$ cat src/rtl/sdma_addr_pkg.sv
package sdma_addr_pkg;
    typedef enum logic {
        ST_IDLE = 1'b0,
        ST_RUN  = 1'b1
    } run_e;
endpackage

$ cat src/rtl/sdma_region_calc.sv
module sdma_region_calc #(
    parameter int LW = 12,
    parameter int PW = 2 * LW + 1
) (
    input  logic [LW-1:0] pitch_i,
    input  logic [LW-1:0] lines_m1_i,
    output logic [PW-1:0] total_o,
    output logic [PW-1:0] half_o
);
    logic [PW-1:0] lines;

    always_comb begin
        lines   = PW'(lines_m1_i) + PW'(1);
        total_o = PW'(pitch_i) * lines;
        half_o  = PW'(pitch_i) * (lines >> 1);
    end
endmodule

$ cat src/rtl/sdma_addr_walker.sv
module sdma_addr_walker
    import sdma_addr_pkg::*;
#(
    parameter int AW          = 32,
    parameter int LW          = 12,
    parameter int PW          = 2 * LW + 1,
    parameter int BURST_WORDS = 4
) (
    input  logic          clk,
    input  logic          rst_n,
    input  logic          start_i,
    input  logic [AW-1:0] base_i,
    input  logic [LW-1:0] xlen_i,
    input  logic [LW-1:0] pitch_i,
    input  logic [LW-1:0] ylen_i,
    input  logic          dir_i,
    input  logic          burst_i,
    input  logic [PW-1:0] total_i,
    input  logic [PW-1:0] half_i,
    input  logic          loop_clear_i,
    input  logic          abort_i,
    input  logic          ready_i,
    output logic          valid_o,
    output logic [AW-1:0] addr_o,
    output logic          dir_o,
    output logic          burst_o,
    output logic          done_o,
    output logic          half_o
);
    typedef struct packed {
        run_e          st;
        logic [AW-1:0] addr;
        logic [AW-1:0] line_addr;
        logic [LW-1:0] col;
        logic [LW-1:0] row;
        logic [LW-1:0] xlen;
        logic [LW-1:0] pitch;
        logic [LW-1:0] ylen;
        logic [PW-1:0] pos;
        logic [PW-1:0] total;
        logic [PW-1:0] half;
        logic          loop_m;
        logic          dir;
        logic          burst;
        logic          stop;
        logic          done;
        logic          halfp;
    } walk_t;

    walk_t q, d;

    logic [LW:0]   step;
    logic [LW:0]   col_next;
    logic [PW-1:0] pos_next;
    logic          fire;
    logic          stop_now;
    logic          last;

    always_comb begin
        d        = q;
        d.done   = 1'b0;
        d.halfp  = 1'b0;
        step     = q.burst ? (LW+1)'(BURST_WORDS) : (LW+1)'(1);
        col_next = {1'b0, q.col} + step;
        pos_next = q.pos + PW'(step);
        fire     = (q.st == ST_RUN) && ready_i;
        stop_now = q.stop || abort_i || (loop_clear_i && q.loop_m);
        last     = 1'b0;

        if (q.st == ST_IDLE) begin
            if (start_i) begin
                d.st        = ST_RUN;
                d.addr      = base_i;
                d.line_addr = base_i;
                d.col       = '0;
                d.row       = '0;
                d.pos       = '0;
                d.xlen      = xlen_i;
                d.pitch     = pitch_i;
                d.ylen      = ylen_i;
                d.total     = total_i;
                d.half      = half_i;
                d.loop_m    = (xlen_i == '0);
                d.dir       = dir_i;
                d.burst     = burst_i;
                d.stop      = 1'b0;
            end
        end else begin
            if (stop_now) d.stop = 1'b1;
            if (fire) begin
                if (q.loop_m) begin
                    if (pos_next >= q.total) begin
                        d.addr  = q.line_addr;
                        d.pos   = '0;
                        d.halfp = 1'b1;
                    end else begin
                        d.addr  = q.addr + AW'(step);
                        d.pos   = pos_next;
                        d.halfp = (pos_next == q.half);
                    end
                end else if (col_next >= {1'b0, q.xlen}) begin
                    if (q.row == q.ylen) begin
                        last   = 1'b1;
                        d.addr = q.addr + AW'(step);
                    end else begin
                        d.row       = q.row + 1'b1;
                        d.col       = '0;
                        d.line_addr = q.line_addr + AW'(q.pitch);
                        d.addr      = q.line_addr + AW'(q.pitch);
                    end
                end else begin
                    d.col  = col_next[LW-1:0];
                    d.addr = q.addr + AW'(step);
                end
                if (stop_now) begin
                    d.st = ST_IDLE;
                end else if (last) begin
                    d.st   = ST_IDLE;
                    d.done = 1'b1;
                end
            end
        end
    end

    always_ff @(posedge clk or negedge rst_n) begin
        if (!rst_n) begin
            q    <= '0;
            q.st <= ST_IDLE;
        end else begin
            q <= d;
        end
    end

    assign valid_o = (q.st == ST_RUN);
    assign addr_o  = q.addr;
    assign dir_o   = q.dir;
    assign burst_o = q.burst;
    assign done_o  = q.done;
    assign half_o  = q.halfp;

    // Stalled beat keeps its address
    assert_addr_hold_R4: assert property (@(posedge clk) disable iff (!rst_n)
        (valid_o && !ready_i) |=> $stable(addr_o));

    // Finish pulse follows an accepted beat and leaves the channel idle
    assert_done_after_beat_R5: assert property (@(posedge clk) disable iff (!rst_n)
        done_o |-> $past(valid_o && ready_i));
    assert_done_idle_R5: assert property (@(posedge clk) disable iff (!rst_n)
        done_o |-> !valid_o);

    // Ring position stays inside the region
    assert_ring_bound_R6: assert property (@(posedge clk) disable iff (!rst_n)
        (valid_o && q.loop_m) |-> (q.pos < q.total));

    // Linear walk column stays inside the line
    assert_line_bound_R3: assert property (@(posedge clk) disable iff (!rst_n)
        (valid_o && !q.loop_m) |-> (q.col < q.xlen));

    // Half pulse only in ring mode after an accepted beat
    assert_half_ring_R7: assert property (@(posedge clk) disable iff (!rst_n)
        half_o |-> (q.loop_m && $past(valid_o && ready_i)));
endmodule

$ cat src/rtl/strided_addr_gen.sv
module strided_addr_gen #(
    parameter int AW          = 32,
    parameter int LW          = 12,
    parameter int BURST_WORDS = 4
) (
    input  logic          clk,
    input  logic          rst_n,
    input  logic          start_i,
    input  logic [AW-1:0] base_addr_i,
    input  logic [LW-1:0] line_words_i,
    input  logic [LW-1:0] pitch_i,
    input  logic [LW-1:0] lines_m1_i,
    input  logic          to_dev_i,
    input  logic          burst_i,
    input  logic          loop_clear_i,
    input  logic          abort_i,
    input  logic          beat_ready_i,
    output logic          beat_valid_o,
    output logic [AW-1:0] beat_addr_o,
    output logic          beat_to_dev_o,
    output logic          beat_burst_o,
    output logic [AW-1:0] cur_addr_o,
    output logic          finish_o,
    output logic          half_o
);
    localparam int PW = 2 * LW + 1;

    logic [PW-1:0] region_total;
    logic [PW-1:0] region_half;

    sdma_region_calc #(.LW(LW), .PW(PW)) u_region (
        .pitch_i    (pitch_i),
        .lines_m1_i (lines_m1_i),
        .total_o    (region_total),
        .half_o     (region_half)
    );

    sdma_addr_walker #(.AW(AW), .LW(LW), .PW(PW), .BURST_WORDS(BURST_WORDS)) u_walk (
        .clk          (clk),
        .rst_n        (rst_n),
        .start_i      (start_i),
        .base_i       (base_addr_i),
        .xlen_i       (line_words_i),
        .pitch_i      (pitch_i),
        .ylen_i       (lines_m1_i),
        .dir_i        (to_dev_i),
        .burst_i      (burst_i),
        .total_i      (region_total),
        .half_i       (region_half),
        .loop_clear_i (loop_clear_i),
        .abort_i      (abort_i),
        .ready_i      (beat_ready_i),
        .valid_o      (beat_valid_o),
        .addr_o       (beat_addr_o),
        .dir_o        (beat_to_dev_o),
        .burst_o      (beat_burst_o),
        .done_o       (finish_o),
        .half_o       (half_o)
    );

    assign cur_addr_o = beat_addr_o;
endmodule

$ cat config.mk
export PLATFORM = sky130hd
export DESIGN_NAME = strided_addr_gen
export DESIGN_NICKNAME = d
export VERILOG_FILES = /design/src/rtl/sdma_addr_pkg.sv /design/src/rtl/sdma_region_calc.sv /design/src/rtl/sdma_addr_walker.sv /design/src/rtl/strided_addr_gen.sv
export SDC_FILE = /design/constraint.sdc
export NUM_CORES = 1
export LEC_CHECK = 0
export ABC_AREA = 1
export ABC_CLOCK_PERIOD_IN_PS = 5750
export BUFFER_PORTS_ARGS = -buffer_cell sky130_fd_sc_hd__buf_2
export CAP_MARGIN = 20
export CORE_MARGIN = 1.5
export CORE_UTILIZATION = 45
export DETAILED_ROUTE_END_ITERATION = 8
export PLACE_DENSITY = 0.69
export SYNTH_ARGS = -nofsm -noshare
export SYNTH_HDL_FRONTEND = slang
export SYNTH_HIERARCHICAL = 1
export SYNTH_SLANG_ARGS = --single-unit
$ cat constraint.sdc
create_clock -name clk -period 5.75 [get_ports clk]
set_clock_uncertainty 0.05 [all_clocks]
set_input_delay 0.575 -clock clk [delete_from_list [all_inputs] [get_ports clk]]
set_output_delay 0.575 -clock clk [all_outputs]
set_load 0.01 [all_outputs]
==> flow_metrics.env <==
export IMPL_ys_seq_area_share_pct=21.4
export IMPL_power_density_mw_per_mm2=530
export IMPL_cts_root_buf="clkbuf_16"
export IMPL_die_w_um=234
export IMPL_startpoint_type="primary input"
export IMPL_synth_async_reset_ratio_pct=100
export IMPL_yosysUniqueCellTypes=48
export IMPL_drc=0
export IMPL_cts_made_buffers=24
export IMPL_vias=22246
export IMPL_core_area_mm2=0.0527
export IMPL_syn_cell_area_mm2=0.0240
export IMPL_crit_type="in2reg"
export IMPL_die_h_um=234
export IMPL_antenna_found_initial=0
export IMPL_yosys_warnings=6
export IMPL_hold_class="in2reg"
export IMPL_reg2reg_slack_ns=1.07
export IMPL_grt_overflow=0
export IMPL_rsz0062_at_grt="yes"
export IMPL_synth_edf_count=0
export IMPL_reg2regPathDepth=20
export IMPL_status="completed"
export IMPL_drv_slew=0
export IMPL_h_tree_depth=1
export IMPL_cts_setup_buffers=0
export IMPL_cpPeakStageDelay_ns=0.56
export IMPL_synth_top_cell_area_share_pct=21.4
export IMPL_final_seq_area_mm2=0.00515
export IMPL_die_area_mm2=0.0548
export IMPL_first_global_vias=21165
export IMPL_cts_tree="done"
export IMPL_via_per_inst=5.10
export IMPL_yosys_top_cells_area="dfrtp_1 (21%), nand2_1 (17%), fa_1 (16%)"
export IMPL_yosys_cell_count_top_type="nand2_1"
export IMPL_grt_pass1_wl_um=112000
export IMPL_hold_depth=3
export IMPL_critPathCaptureType="flop"
export IMPL_synth_seq_cells=206
export IMPL_ios=145
export IMPL_drt_iter0_drc=1871
export IMPL_path_clk_slew_ns=0.06
export IMPL_ys_top_cells_by_count="nand2_1 (1,077), inv_1 (607), nor2_1 (256)"
export IMPL_cpMaxStageDelayCell="fa_1"
export IMPL_ctsLongestPathBuffers=3
export IMPL_total_power_w=0.0145
export IMPL_antenna_left=0
export IMPL_syn_inst=3432
export IMPL_fmax_mhz=181
export IMPL_cp_max_fo=4
export IMPL_fillers=5125
export IMPL_setup_violations_final=0
export IMPL_tightestPinTransition_ns=1.05
export IMPL_synth_area_leader_cell="dfrtp_1"
export IMPL_layout_drive_gt1_share_pct=12.3
export IMPL_layout_worst_path_cycle_share_pct=95.8
export IMPL_cp_arrival_ns=5.84
export IMPL_multiInputGateArea_mm2=0.0158
export IMPL_slew_headroom_pct=30.2
export IMPL_insertion_delay_ns=0.53
export IMPL_portBuffers=144
export IMPL_vdd_drop_max_mv=0.426
export IMPL_yosys_most_used_dff="dfrtp_1"
export IMPL_dp_hpwl_um=56800
export IMPL_post_route_min_period_ns=5.51
export IMPL_num_antenna_cells=0
export IMPL_area_delta_synth_final_pct=13.7
export IMPL_cts_sinks=206
export IMPL_max_cap_violations=0
export IMPL_first_pass_iters=5
export IMPL_final_util_pct=51.9
export IMPL_leakage_nw=14.9
export IMPL_grt_max_degree=168
export IMPL_synth_area_per_cell_um2=7.01
export IMPL_wl_um=70500
export IMPL_grtUsageTotal_pct=25.8
export IMPL_gp_congestion=1.04
export IMPL_synth_nets=3889
export IMPL_initial_utilization_pct=45.7
export IMPL_worst_ep_required_time_ns=6.08
export IMPL_std_cell_rows=84
export IMPL_final_hold_violation_count=0
export IMPL_nets=4118
export IMPL_post_drt_wl_per_cell_um=16.1
-- registers in the layout (all words and copies together) (netlist names) --
signal,flops
u_walk/half_o,1
u_walk/valid_o,1
u_walk/q,169
u_walk/dir_o,1
u_walk/done_o,1
u_walk/burst_o,1
u_walk/addr_o,32
-- through the flow --
stage               std cells  TNS (ns)  worst slack [ns]  instance area, um2  hold WS, ns
floorplan                3432         0             0.126               24000        0.229
global placement         4322     -3.61            -0.206               26400        0.401
detailed placement       4322     -5.76            -0.301               26400        0.408
CTS                      4365         0             0.268               27300        0.186
global route             4365   -0.0279           -0.0251               27300        0.220
finish                   4365         0             0.240               27300        0.197
-- area by class of cell --
type / count / share of cell area [%]
timing repair buffer: 345 / 8.43
inverter: 623 / 8.56
clock buffer: 35 / 2.79
multi-input combinational: 2461 / 57.8
sequential: 206 / 18.9
tap: 688 / 3.15
clock inverter: 7 / 0.412
-- what timing repair did --
action | 4_1_cts | 5_1_grt
endpoints found under the setup margin | 0 | 26
gates resized for setup | 0 | 20
hold buffers | 1 | 0
endpoints found under the hold margin | 39 | 0
-- worst max-delay path: cells and delay by family --
kind	cells	cell delay, ns
adders and majority gates	7	3.14
and+or+nand+nor	10	1.25
buffers and inverters	7	0.54
AOI/OAI and AO/OA	3	0.31
-- power by group --
group	total, W	switching (W)	internal [W]
Clock	0.00168	0.000633	0.00105
Combinational	0.0103	0.00616	0.00413
Sequential	0.00252	0.000533	0.00199
Total	0.0145	0.00732	0.00717
-- cells by family after synthesis --
logic type | Yosys count | share of synthesized area (%)
buf+inv | 765 | 13.2
other cells | 1 | 0.0156
simple gates | 1718 | 29.7
fa+ha+maj | 381 | 26.0
compound gates | 254 | 5.77
xor+xnor | 107 | 3.93
flops | 206 | 21.4
-- worst paths after layout --
kind,start,endpoint
min,to_dev_i,u_walk/dir_o
min reg2reg,u_walk/dir_o,u_walk/dir_o
max reg2reg,u_walk/burst_o,u_walk/q[121]
min in group asynchronous,rst_n,u_walk/q[168]
max in group asynchronous,rst_n,u_walk/q[23]
max,lines_m1_i[0],u_walk/q[49]
-- layout by cell type (no fill, tap or decap), types with 12 or more instances in the layout --
cell type  instances
dfrtp_1          206
a21oi_1           72
o21ai_0          118
nor2_1           248
nand4_1           34
clkbuf_16         25
buf_2            143
ha_1             182
fa_1             197
buf_4            195
nand3_1          250
o22ai_1           28
nor2_2            12
xnor2_1           31
nor3_1            37
nand2_1         1071
xor2_1            75
inv_1            607
nand3b_1          14
-- metal layers --
| layer | global-route usage, % | wire length [um] |
|---|---|---|
| met1 | 37.1 | 32300 |
| met2 | 41.4 | 31600 |
| met3 | 2.41 | 4780 |
| met4 | 6.89 | 1740 |
| met5 | 0 | 0 |
(Power assumes the default switching activity.)
